`src/rtl/nsm_pkg.sv`:
```
package nsm_pkg;

   localparam int unsigned NSM_SUBST_W = 4;

   // Substitution packed most-significant entry first: entry 0 is bits 63:60.
   localparam logic [63:0] NSM_SUBST_PACKED = 64'hC56B_90AD_3EF8_4712;

   typedef enum logic {
      SUBST_CASE   = 1'b0,
      SUBST_PACKED = 1'b1
   } nsm_lut_e;

   function automatic logic [NSM_SUBST_W-1:0] nsm_subst_lookup(input logic [NSM_SUBST_W-1:0] x);
      int unsigned base;
      base = 63 - 4 * int'(x);
      return NSM_SUBST_PACKED[base -: 4];
   endfunction

endpackage

```
`src/rtl/nsm_stage.sv`:
```
module nsm_stage #(
   parameter int unsigned W = 8
) (
   input  logic         clk,
   input  logic         rst,
   input  logic         ld,
   input  logic [W-1:0] d,
   output logic         vq,
   output logic [W-1:0] q
);

   always_ff @(posedge clk) begin
      if (rst) begin
         vq <= 1'b0;
         q  <= '0;
      end else begin
         vq <= ld;
         if (ld) q <= d;
      end
   end

endmodule

```
`src/rtl/nsm_sbox4.sv`:
```
module nsm_sbox4
   import nsm_pkg::*;
#(
   parameter nsm_lut_e LUT_STYLE = SUBST_CASE
) (
   input  logic [NSM_SUBST_W-1:0] x,
   output logic [NSM_SUBST_W-1:0] y
);

   generate
      if (LUT_STYLE == SUBST_CASE) begin : g_case
         always_comb begin
            unique case (x)
               4'h0: y = 4'hC;
               4'h1: y = 4'h5;
               4'h2: y = 4'h6;
               4'h3: y = 4'hB;
               4'h4: y = 4'h9;
               4'h5: y = 4'h0;
               4'h6: y = 4'hA;
               4'h7: y = 4'hD;
               4'h8: y = 4'h3;
               4'h9: y = 4'hE;
               4'hA: y = 4'hF;
               4'hB: y = 4'h8;
               4'hC: y = 4'h4;
               4'hD: y = 4'h7;
               4'hE: y = 4'h1;
               default: y = 4'h2;
            endcase
         end
      end else begin : g_packed
         assign y = nsm_subst_lookup(x);
      end
   endgenerate

endmodule

```
`src/rtl/nsm_mix.sv`:
```
module nsm_mix
   import nsm_pkg::*;
#(
   parameter int unsigned DATA_W    = 8,
   parameter int unsigned NIB_W     = 4,
   parameter nsm_lut_e    LUT_STYLE = SUBST_CASE
) (
   input  logic [DATA_W-1:0] word,
   output logic [DATA_W-1:0] seed
);

   localparam int unsigned NUM_NIB = DATA_W / NIB_W;
   localparam int unsigned HALF_W  = DATA_W / 2;

   generate
      if (NIB_W != NSM_SUBST_W) begin : g_bad_nib
         $error("nsm_mix: NIB_W must match the 4-bit substitution");
      end
      if (DATA_W != 2 * NIB_W) begin : g_bad_data
         $error("nsm_mix: DATA_W must be two nibbles");
      end
   endgenerate

   logic [NIB_W-1:0] subst [NUM_NIB];
   logic [NIB_W-1:0] acc;

   generate
      for (genvar g = 0; g < NUM_NIB; g++) begin : g_nib
         nsm_sbox4 #(.LUT_STYLE(LUT_STYLE)) u_sbox (
            .x (word[g*NIB_W +: NIB_W]),
            .y (subst[g])
         );
      end
   endgenerate

   // Sum wraps at NIB_W bits: carry is dropped.
   always_comb begin
      acc = '0;
      for (int i = 0; i < NUM_NIB; i++) acc = acc + subst[i];
   end

   wire [DATA_W-1:0] inv_word = ~word;

   assign seed = {inv_word[DATA_W-1 -: HALF_W], acc};

endmodule

```
`src/rtl/nsm_seed_mixer.sv`:
```
module nsm_seed_mixer
   import nsm_pkg::*;
#(
   parameter int unsigned DATA_W    = 8,
   parameter int unsigned NIB_W     = 4,
   parameter nsm_lut_e    LUT_STYLE = SUBST_CASE
) (
   input  logic              clk,
   input  logic              rst,
   input  logic              in_valid,
   input  logic [DATA_W-1:0] in_data,
   output logic              out_valid,
   output logic [DATA_W-1:0] out_data
);

   logic              cap_v;
   logic [DATA_W-1:0] cap_q;
   logic [DATA_W-1:0] mixed;

   nsm_stage #(.W(DATA_W)) u_capture (
      .clk (clk),
      .rst (rst),
      .ld  (in_valid),
      .d   (in_data),
      .vq  (cap_v),
      .q   (cap_q)
   );

   nsm_mix #(
      .DATA_W    (DATA_W),
      .NIB_W     (NIB_W),
      .LUT_STYLE (LUT_STYLE)
   ) u_mix (
      .word (cap_q),
      .seed (mixed)
   );

   nsm_stage #(.W(DATA_W)) u_result (
      .clk (clk),
      .rst (rst),
      .ld  (cap_v),
      .d   (mixed),
      .vq  (out_valid),
      .q   (out_data)
   );

endmodule

```
`config.mk`:
```
export PLATFORM = sky130hd
export DESIGN_NAME = nsm_seed_mixer
export DESIGN_NICKNAME = d
export VERILOG_FILES = /design/src/rtl/nsm_pkg.sv /design/src/rtl/nsm_stage.sv /design/src/rtl/nsm_sbox4.sv /design/src/rtl/nsm_mix.sv /design/src/rtl/nsm_seed_mixer.sv
export SDC_FILE = /design/constraint.sdc
export NUM_CORES = 1
export LEC_CHECK = 0
export ABC_AREA = 0
export CAP_MARGIN = 40
export CORE_MARGIN = 2
export CORE_UTILIZATION = 35
export DETAILED_ROUTE_END_ITERATION = 8
export GPL_TIMING_DRIVEN = 1
export REMOVE_ABC_BUFFERS = 1
export SYNTH_ARGS = -nofsm -noshare
export SYNTH_HDL_FRONTEND = slang
export SYNTH_SLANG_ARGS = --single-unit
export TNS_END_PERCENT = 5
```
`constraint.sdc`:
```
create_clock -name clk -period 2.8 [get_ports clk]
set_clock_uncertainty 0.2 [all_clocks]
set_input_delay 0.42 -clock clk [delete_from_list [all_inputs] [get_ports clk]]
set_output_delay 0.42 -clock clk [all_outputs]
set_load 0.02 [all_outputs]
```
==> run_results.csv, run 1 <==
group,metric,value,unit
worst_setup_path,cp_max_fo,10,
outcome,run_status,"completed",
worst_setup_path,slowest_delay,590,ps
worst_setup_path,critPathTopFamily,"buffers and inverters",
drt,wire_per_inst,12.6,µm
drt,antenna_left,0,
floorplan,row_count,23,
drt,drt_iter0_markers,35,
drt,routed_wl,2790,µm
pwr,power_leakage,0.000736,µW
drt,post-route-drc-count,0,
clocking,clk_pin_slew,100,ps
min_path,hp-class,"flip-flop to flip-flop",
cells_and_area,mostFrequentLayoutCells,"dfxtp_1, clkdlybuf4s50_1, nor2_1, inv_1, ha_1",
yosys,syn_area,1420,µm²
place,io_buffers,19,
cells_and_area,layout-drive-gt1-share,8.77,%
sta,fin_ws,361,ps
sta,tightest_slew,497,ps
yosys,yosysWarnings,0,
sta,setup_tns,0,ps
yosys,synth_flop_cell,"dfxtp_1",
clocking,h-tree-depth,1,
floorplan,start_util,36.0,%
clocking,insertion_delay,270,ps
global_routing,grt_pass1_vias,1097,
global_routing,overflow,0,
yosys,syn_inst,153,
clocking,cts_tree,"done",
worst_setup_path,cp-start-kind,"primary input",
clocking,postCtsResizedCells,0,
floorplan,num_io_pins,20,
sta,timing.final.crit_share,87.1,%
clocking,root_buffer,"clkbuf_8",
sta,finalSetupViolCount,0,
drt,drt_first_pass_iters,4,
floorplan,dieArea,4580,µm²
yosys,synth_enable_flop_cells,0,
worst_setup_path,cp.required,2800,ps
sta,slew_viol_final,0,
pwr,ir_drop,0.202,mV
global_routing,grt_pass1_wl,4840,µm
worst_setup_path,path_cells,"clkdlybuf4s50_1, nand2b_1, a21oi_1, inv_1, ha_1, mux2_1, o22ai_1",
pwr,power.total,938,µW
clocking,cts_made_buffers,3,
sta,relSlewSlack,66.8,%
worst_setup_path,cp-end-kind,"flip-flop",
floorplan,die_h,67.7,µm
worst_setup_path,critPathSlowestCell,"clkdlybuf4s50_1",
place,dp_hpwl,2230,µm
clocking,ctsHoldBuffers,0,
yosys,ys_types,38,
clocking,clk_path_buf_depth,2,
worst_setup_path,crit_type,"primary input to flip-flop",
sta,rsz0062_at_grt,"false",
clocking,post_cts_buffers,0,
clocking,cts_sinks,26,
cells_and_area,nNetsFinal,197,
floorplan,fp.dieW,67.7,µm
global_routing,grtUsageTotal,13.8,%
cells_and_area,final_common_cell,"dfxtp_1",
floorplan,core-area,3940,µm²
cells_and_area,diodes,0,
yosys,synth.avg_cell_area,9.27,µm²
cells_and_area,finalCoreUtilization,43.6,%
pwr,power.density,545,nW/µm²
global_routing,grt_max_degree,16,
yosys,async_reset_ff_share,0,%
sta,fin_crit,2440,ps
sta,hold_ws,246,ps
drt,viasPerCell,4.93,
job,drv_cap,0,
worst_setup_path,critPathArrivalTime,2440,ps
yosys,ys_seq_elements,26,
yosys,yosysSeqAreaShare,36.7,%
sta,finalHoldViolCount,0,
place,gp_congestion,0.884,
drt,vias,1089,
sta,fmax,410,MHz
global_routing,antenna_found_initial,0,
place,place_ws,106,ps
cells_and_area,area_growth,21.3,%
worst_setup_path,crit_buf_inv,2,
## cell type report
class | instances | area [µm²]
clock buffers | 3 | 41.3
clock inverters | 1 | 30.0
fillers | 382 | 2220
inverters | 14 | 52.6
multi-input cells | 104 | 793
flip-flops and latches | 26 | 520
well taps | 50 | 62.6
repair buffers | 23 | 220
## cells in the mapped netlist, drive strengths merged (4+ instances only)
cell / number / area [µm²]
a211oi: 5 / 37.5
a21oi: 6 / 30.0
buf: 7 / 45.0
dfxtp: 26 / 521
ha: 13 / 163
inv: 14 / 52.6
mux2i: 13 / 134
nor2: 19 / 78.8
nor2b: 4 / 25.0
nor3: 5 / 25.0
o21ai: 5 / 25.0
## power by group
group,switching [µW],internal [µW]
registers,19.8,403
clock network,120,191
logic,101,102
total,242,697
## flip-flops by register name, indices dropped and copies added (netlist names)
register	flops
u_capture.q	8
u_capture.vq	1
u_mix.g_nib.u_sbox.y	8
u_result.q	8
u_result.vq	1
## worst register-to-register path: stages, from the launching register on
cell and delay [ps]:
dfxtp_1 410, mux2i_1 130, nor2_1 240, inv_1 100, ha_1 240, nor2_1 90
mux2i_1 70, a211o_1 310
## logic make-up (layout without fill, tap and decap cells)
group | after synthesis | count (layout) | synth area share, %
AO/OA/AOI/OAI | 32 | 32 | 15.9
XOR/XNOR | 3 | 3 | 1.85
adder cells (fa/ha/maj) | 14 | 14 | 12.9
buffers and inverters | 23 | 41 | 7.41
flip-flops | 26 | 26 | 36.7
multiplexers | 16 | 16 | 12.1
AND/OR/NAND/NOR | 39 | 39 | 13.2
## path summary, 6_finish.rpt
check                 startpoint                          to  slack [ps]  depth (start not counted)
setup / recovery        in_valid  u_mix.g_nib[0].u_sbox.y[3]         360                          7
hold reg to reg   u_capture.q[6]               u_result.q[6]         250                          1
hold / removal    u_capture.q[6]               u_result.q[6]         250                          1
setup reg to reg  u_capture.q[4]  u_mix.g_nib[1].u_sbox.y[0]         900                          7
## stage by stage
stage	instance area, µm²	cells
floorplan	1370	144
global placement	1650	217
detailed placement	1650	217
CTS	1720	221
global route	1720	221
finish	1720	221
## metal layers
layer | vias to the layer above | GRT usage [%] | share of wire, %
li1 | 563 | - | -
met1 | 510 | 17.7 | 47
met2 | 12 | 23.9 | 51
met3 | 4 | 1.00 | 1.1
met4 | 0 | 5.36 | 1.6
met5 | - | 0 | 0
(Power assumes the default switching activity.)
==> run 2: changes to the inputs <==
--- a/config.mk
+++ b/config.mk
@@ -10,8 +10,9 @@
 export CORE_MARGIN = 2
 export CORE_UTILIZATION = 35
 export DETAILED_ROUTE_END_ITERATION = 8
-export GPL_TIMING_DRIVEN = 1
+export GPL_TIMING_DRIVEN = 0
 export REMOVE_ABC_BUFFERS = 1
+export SLEW_MARGIN = 5
 export SYNTH_ARGS = -nofsm -noshare
 export SYNTH_HDL_FRONTEND = slang
 export SYNTH_SLANG_ARGS = --single-unit
==> run_results.csv, run 2 (same netlist as run 1, synthesis figures left out) <==
group,metric,value,unit
outcome,run_status,"completed",
sta,rsz0062_at_grt,"false",
worst_setup_path,critPathArrivalTime,2510,ps
worst_setup_path,crit_path_start,"rst",
drt,vias,1079,
place,io_buffers,19,
floorplan,core-area,3940,µm²
sta,tightest_slew,743,ps
worst_setup_path,r2r_cells,7,
cells_and_area,finalCoreUtilization,43.2,%
job,drv_cap,0,
floorplan,row_count,23,
clocking,insertion_delay,270,ps
sta,fin_ws,292,ps
cells_and_area,seq_area,520,µm²
pwr,switching_power,239,µW
drt,drt_iter0_markers,47,
floorplan,die_h,67.7,µm
pwr,combPwrFrac,23.4,%
floorplan,num_io_pins,20,
drt,drt_first_pass_iters,4,
sta,finalSetupViolCount,0,
floorplan,dieArea,4580,µm²
global_routing,grtUsageTotal,13.2,%
worst_setup_path,cp-end-kind,"flip-flop",
worst_setup_path,crit_type,"primary input to flip-flop",
clocking,cts_tree,"done",
sta,timing.final.crit_share,89.6,%
pwr,clock_power_share,28.0,%
place,dp_cells,214,
floorplan,fp.dieW,67.7,µm
clocking,clk_pin_slew,90,ps
sta,setup_tns,0,ps
pwr,power_frac_seq,48.5,%
global_routing,grt_pass1_wl,4570,µm
drt,routed_wl,2710,µm
place,place_ws,-227,ps
sta,relSlewSlack,50.4,%
pwr,power_leakage,0.000731,µW
pwr,power.total,870,µW
floorplan,start_util,36.0,%
worst_setup_path,cp.required,2800,ps
worst_setup_path,reg2reg_slack,920,ps
pwr,p_int,632,µW
sta,fin_crit,2510,ps
drt,post-route-drc-count,0,
place,gp_congestion,0.840,
sta,finalHoldViolCount,0,
pwr,power.density,511,nW/µm²
global_routing,antenna_found_initial,0,
clocking,cts_made_buffers,3,
cells_and_area,final_cells,218,
clocking,clk_path_buf_depth,2,
pwr,switching_share,27.4,%
cells_and_area,diodes,0,
sta,slew_viol_final,0,
global_routing,grt_pass1_vias,1013,
global_routing,grt_max_degree,25,
cells_and_area,multi_input_area,793,µm²
worst_setup_path,cp_max_fo,24,
cells_and_area,mostFrequentLayoutCells,"dfxtp_1, nor2_1, clkdlybuf4s50_1, inv_1, ha_1",
worst_setup_path,timing.rr.end,"u_mix.g_nib[1].u_sbox.y[0]",
drt,viasPerCell,4.95,
clocking,root_buffer,"clkbuf_8",
pwr,ir_drop,0.160,mV
worst_setup_path,timing.critical_path.to,"u_mix.g_nib[0].u_sbox.y[3]",
sta,fmax,399,MHz
cells_and_area,layout-drive-gt1-share,7.14,%
cells_and_area,area_growth,20.1,%
clocking,cts_sinks,26,
clocking,h-tree-depth,1,
min_path,hp-class,"flip-flop to flip-flop",
drt,wire_per_inst,12.4,µm
global_routing,overflow,0,
cells_and_area,final_common_cell,"dfxtp_1",
cells_and_area,nFillCells,361,
place,dp_hpwl,2120,µm
cells_and_area,nNetsFinal,194,
drt,antenna_left,0,
worst_setup_path,r2r-start,"u_capture.q[4]",
worst_setup_path,cp-start-kind,"primary input",
[run 2: power groups by stage]
stage | combinational, µW | sequential, µW | clock [µW]
finish | 204 | 422 | 244
global route | 229 | 426 | 260
detailed placement | 205 | 432 | 0
CTS | 206 | 423 | 250
global placement | 194 | 430 | 0
floorplan | 117 | 440 | 0
[run 2: layer usage]
layer	GRT usage (%)	part of all wire, %	routed length [µm]
met5	0	0	0
met4	5.36	1.7	45
met3	2.00	2.0	54
met2	21.4	49	1330
met1	17.5	47	1280
[run 2: timing repair]
| action | CTS | global route |
|---|---|---|
| gates resized for setup | 0 | 1 |
| hold buffers | 0 | 0 |
| setup buffers | 0 | 0 |
| endpoints found under the setup margin | 0 | 5 |
[run 2: how the worst min path moves through the flow]
stage | startpoint | end | slack, ps | cells past startpoint
floorplan | u_capture.q[6] | u_result.q[6] | 210 | 1
global placement | u_capture.q[6] | u_result.q[6] | 230 | 1
detailed placement | u_capture.q[6] | u_result.q[6] | 230 | 1
CTS | u_capture.q[6] | u_result.q[6] | 250 | 1
global route | u_capture.q[6] | u_result.q[6] | 260 | 1
finish | u_capture.q[6] | u_result.q[6] | 250 | 1
[run 2: area by class of cell]
| cell class | count | share of cell area [%] |
|---|---|---|
| clock buffers | 4 | 3.23 |
| inverters | 14 | 3.08 |
| flip-flops and latches | 26 | 30.5 |
| well taps | 50 | 3.67 |
| multi-input cells | 104 | 46.5 |
| repair buffers | 20 | 12.9 |
[run 2: worst max-delay path: stages]
cell and delay [ps]:
clkdlybuf4s50_1 670, buf_16 290, a21oi_1 260, inv_1 120, ha_1 320, mux2_1 290
o22ai_1 130
[run 2: per-stage QoR]
step / hold slack, ps / instance area, µm²
2_1_floorplan: 213 / 1370
3_3_place_gp: 227 / 1620
3_5_place_dp: 229 / 1650
4_1_cts: 248 / 1700
5_1_grt: 263 / 1700
6_report: 247 / 1700
==> run 3: changes to the inputs <==
--- a/config.mk
+++ b/config.mk
@@ -5,7 +5,7 @@
 export SDC_FILE = /design/constraint.sdc
 export NUM_CORES = 1
 export LEC_CHECK = 0
-export ABC_AREA = 0
+export ABC_AREA = 1
 export CAP_MARGIN = 40
 export CORE_MARGIN = 2
 export CORE_UTILIZATION = 35
==> run_results.csv, run 3 <==
group,metric,value,unit
worst_setup_path,cp-start-kind,"primary input",
global_routing,antenna_found_initial,0,
yosys,ys_seq_elements,26,
sta,finalHoldViolCount,0,
clocking,clk_path_buf_depth,2,
global_routing,grt_pass1_vias,1106,
global_routing,grt_max_degree,25,
worst_setup_path,critPathArrivalTime,2220,ps
worst_setup_path,path_cells,"clkdlybuf4s50_1, inv_4, nand2_1, nand2_1, nand2_1, inv_1, ha_1, nand2_1, nand3_1, nand2_1",
yosys,synth_flop_cell,"dfxtp_1",
clocking,clk_pin_slew,90,ps
worst_setup_path,cp.required,2770,ps
place,io_buffers,19,
job,drv_cap,0,
yosys,synthDominantCellAreaShare,37.1,%
sta,fmax,446,MHz
clocking,postCtsResizedCells,0,
floorplan,die_h,67.3,µm
worst_setup_path,cp-end-kind,"flip-flop",
clocking,insertion_delay,270,ps
drt,routed_wl,2620,µm
global_routing,overflow,0,
floorplan,start_util,35.6,%
clocking,h-tree-depth,1,
sta,timing.final.crit_share,80.1,%
cells_and_area,mostFrequentLayoutCells,"nand2_1, dfxtp_1, inv_1, nand3_1, clkdlybuf4s50_1",
yosys,syn_area,1400,µm²
cells_and_area,area_growth,20.4,%
drt,drt_iter0_markers,18,
yosys,yosysSeqAreaShare,37.1,%
clocking,cts_made_buffers,3,
clocking,cts_tree,"done",
yosys,synth_area_leader_cell,"dfxtp_1",
clocking,ctsHoldBuffers,0,
cells_and_area,final_common_cell,"nand2_1",
drt,wire_per_inst,10.1,µm
worst_setup_path,slowest_delay,740,ps
drt,antenna_left,0,
pwr,ir_drop,0.343,mV
global_routing,grt_pass1_wl,4770,µm
pwr,power.density,542,nW/µm²
yosys,ys_types,19,
clocking,post_cts_buffers,0,
sta,hold_ws,231,ps
yosys,syn_inst,190,
clocking,root_buffer,"clkbuf_8",
sta,finalSetupViolCount,0,
yosys,synthMostInstantiatedCell,"nand2_1",
floorplan,row_count,23,
global_routing,grtUsageTotal,13.6,%
worst_setup_path,cpMostUsedCell,"nand2_1",
floorplan,fp.dieW,67.3,µm
floorplan,core-area,3940,µm²
cells_and_area,diodes,0,
worst_setup_path,critPathSlowestCell,"clkdlybuf4s50_1",
pwr,power_leakage,0.000898,µW
sta,relSlewSlack,69.5,%
place,gp_congestion,0.782,
sta,setup_tns,0,ps
worst_setup_path,cp_max_fo,9,
drt,drt_first_pass_iters,4,
yosys,synth_commonest_cells,"nand2_1, dfxtp_1, inv_1, nand3_1, ha_1",
floorplan,dieArea,4530,µm²
drt,vias,1162,
clocking,cts_sinks,26,
worst_setup_path,reg2reg_slack,1250,ps
sta,tightest_slew,458,ps
sta,slew_viol_final,0,
sta,rsz0062_at_grt,"false",
cells_and_area,nFillCells,395,
yosys,yosysWarnings,0,
outcome,run_status,"completed",
drt,viasPerCell,4.49,
yosys,synth_enable_flop_cells,0,
min_path,hp-class,"flip-flop to flip-flop",
floorplan,num_io_pins,20,
place,dp_hpwl,1950,µm
worst_setup_path,crit_type,"primary input to flip-flop",
cells_and_area,layout-drive-gt1-share,9.57,%
cells_and_area,nNetsFinal,235,
drt,post-route-drc-count,0,
sta,fin_crit,2240,ps
yosys,yosys-top-cells-area,"dfxtp_1, nand2_1, ha_1, nand3_1, inv_1",
yosys,synth.avg_cell_area,7.39,µm²
yosys,async_reset_ff_share,0,%
-- run 3: cell count changes after synthesis, moves of 5 or more --
cell      delta
nand2_1     +52
nand3_1     +21
inv_1       +12
mux2i_1     -12
nor2_1       -8
a211oi_1     -5
nor3_1       -5
-- run 3: layout make-up --
class	instances	area [µm²]	share of cell area, %
clock inverters	1	30.0	1.78
inverters	31	121	7.18
well taps	50	62.6	3.70
flip-flops and latches	26	520	30.8
repair buffers	19	190	11.3
clock buffers	3	41.3	2.44
multi-input cells	129	724	42.9
-- run 3: routing by layer --
| layer | vias to the layer above | share of wire, % | wire length, µm | track usage, % |
|---|---|---|---|---|
| li1 | 626 | - | - | - |
| met1 | 514 | 49 | 1270 | 16.5 |
| met2 | 18 | 47 | 1240 | 23.9 |
| met3 | 4 | 3.1 | 80 | 3.00 |
| met4 | 0 | 1.1 | 30 | 3.83 |
| met5 | - | 0 | 0 | 0 |
-- run 3: final timing paths --
path	endpoint	depth (start not counted)	start
max	u_mix.g_nib[1].u_sbox.y[2]	10	in_valid
min	u_result.q[6]	1	u_capture.q[6]
max reg2reg	u_result.q[2]	6	u_mix.g_nib[0].u_sbox.y[0]
min reg2reg	u_result.q[6]	1	u_capture.q[6]
-- run 3: stage by stage --
step | instances | total power, µW | util [%] | setup slack, ps | area [µm²]
finish | 259 | 916 | 42.9 | 556 | 1690
global route | 259 | 974 | 42.9 | 378 | 1690
CTS | 259 | 933 | 42.9 | 545 | 1690
detailed placement | 255 | 615 | 41.1 | 245 | 1620
global placement | 255 | 612 | 41.1 | 261 | 1620
floorplan | 186 | 550 | - | 1230 | 1370
-- run 3: cell families after synthesis --
kind of cell / count (synthesis) / synth area share (%)
AO/OA/AOI/OAI: 15 / 5.35
XOR/XNOR: 1 / 0.624
AND/OR/NAND/NOR: 99 / 32.6
adder cells (fa/ha/maj): 14 / 13.0
buffers and inverters: 35 / 11.3
flip-flops: 26 / 37.1
-- run 3: where the power goes --
| part | switching [µW] | internal (µW) |
|---|---|---|
| Combinational | 108 | 78.6 |
| Sequential | 15.4 | 402 |
| Clock | 120 | 191 |
| Total | 244 | 672 |
-- run 3: critical path, delay by kind of cell --
kind / cells / cell delay [ps]
adder cells (fa/ha/maj): 1 / 310
buffers and inverters: 3 / 990
AND/OR/NAND/NOR: 6 / 490
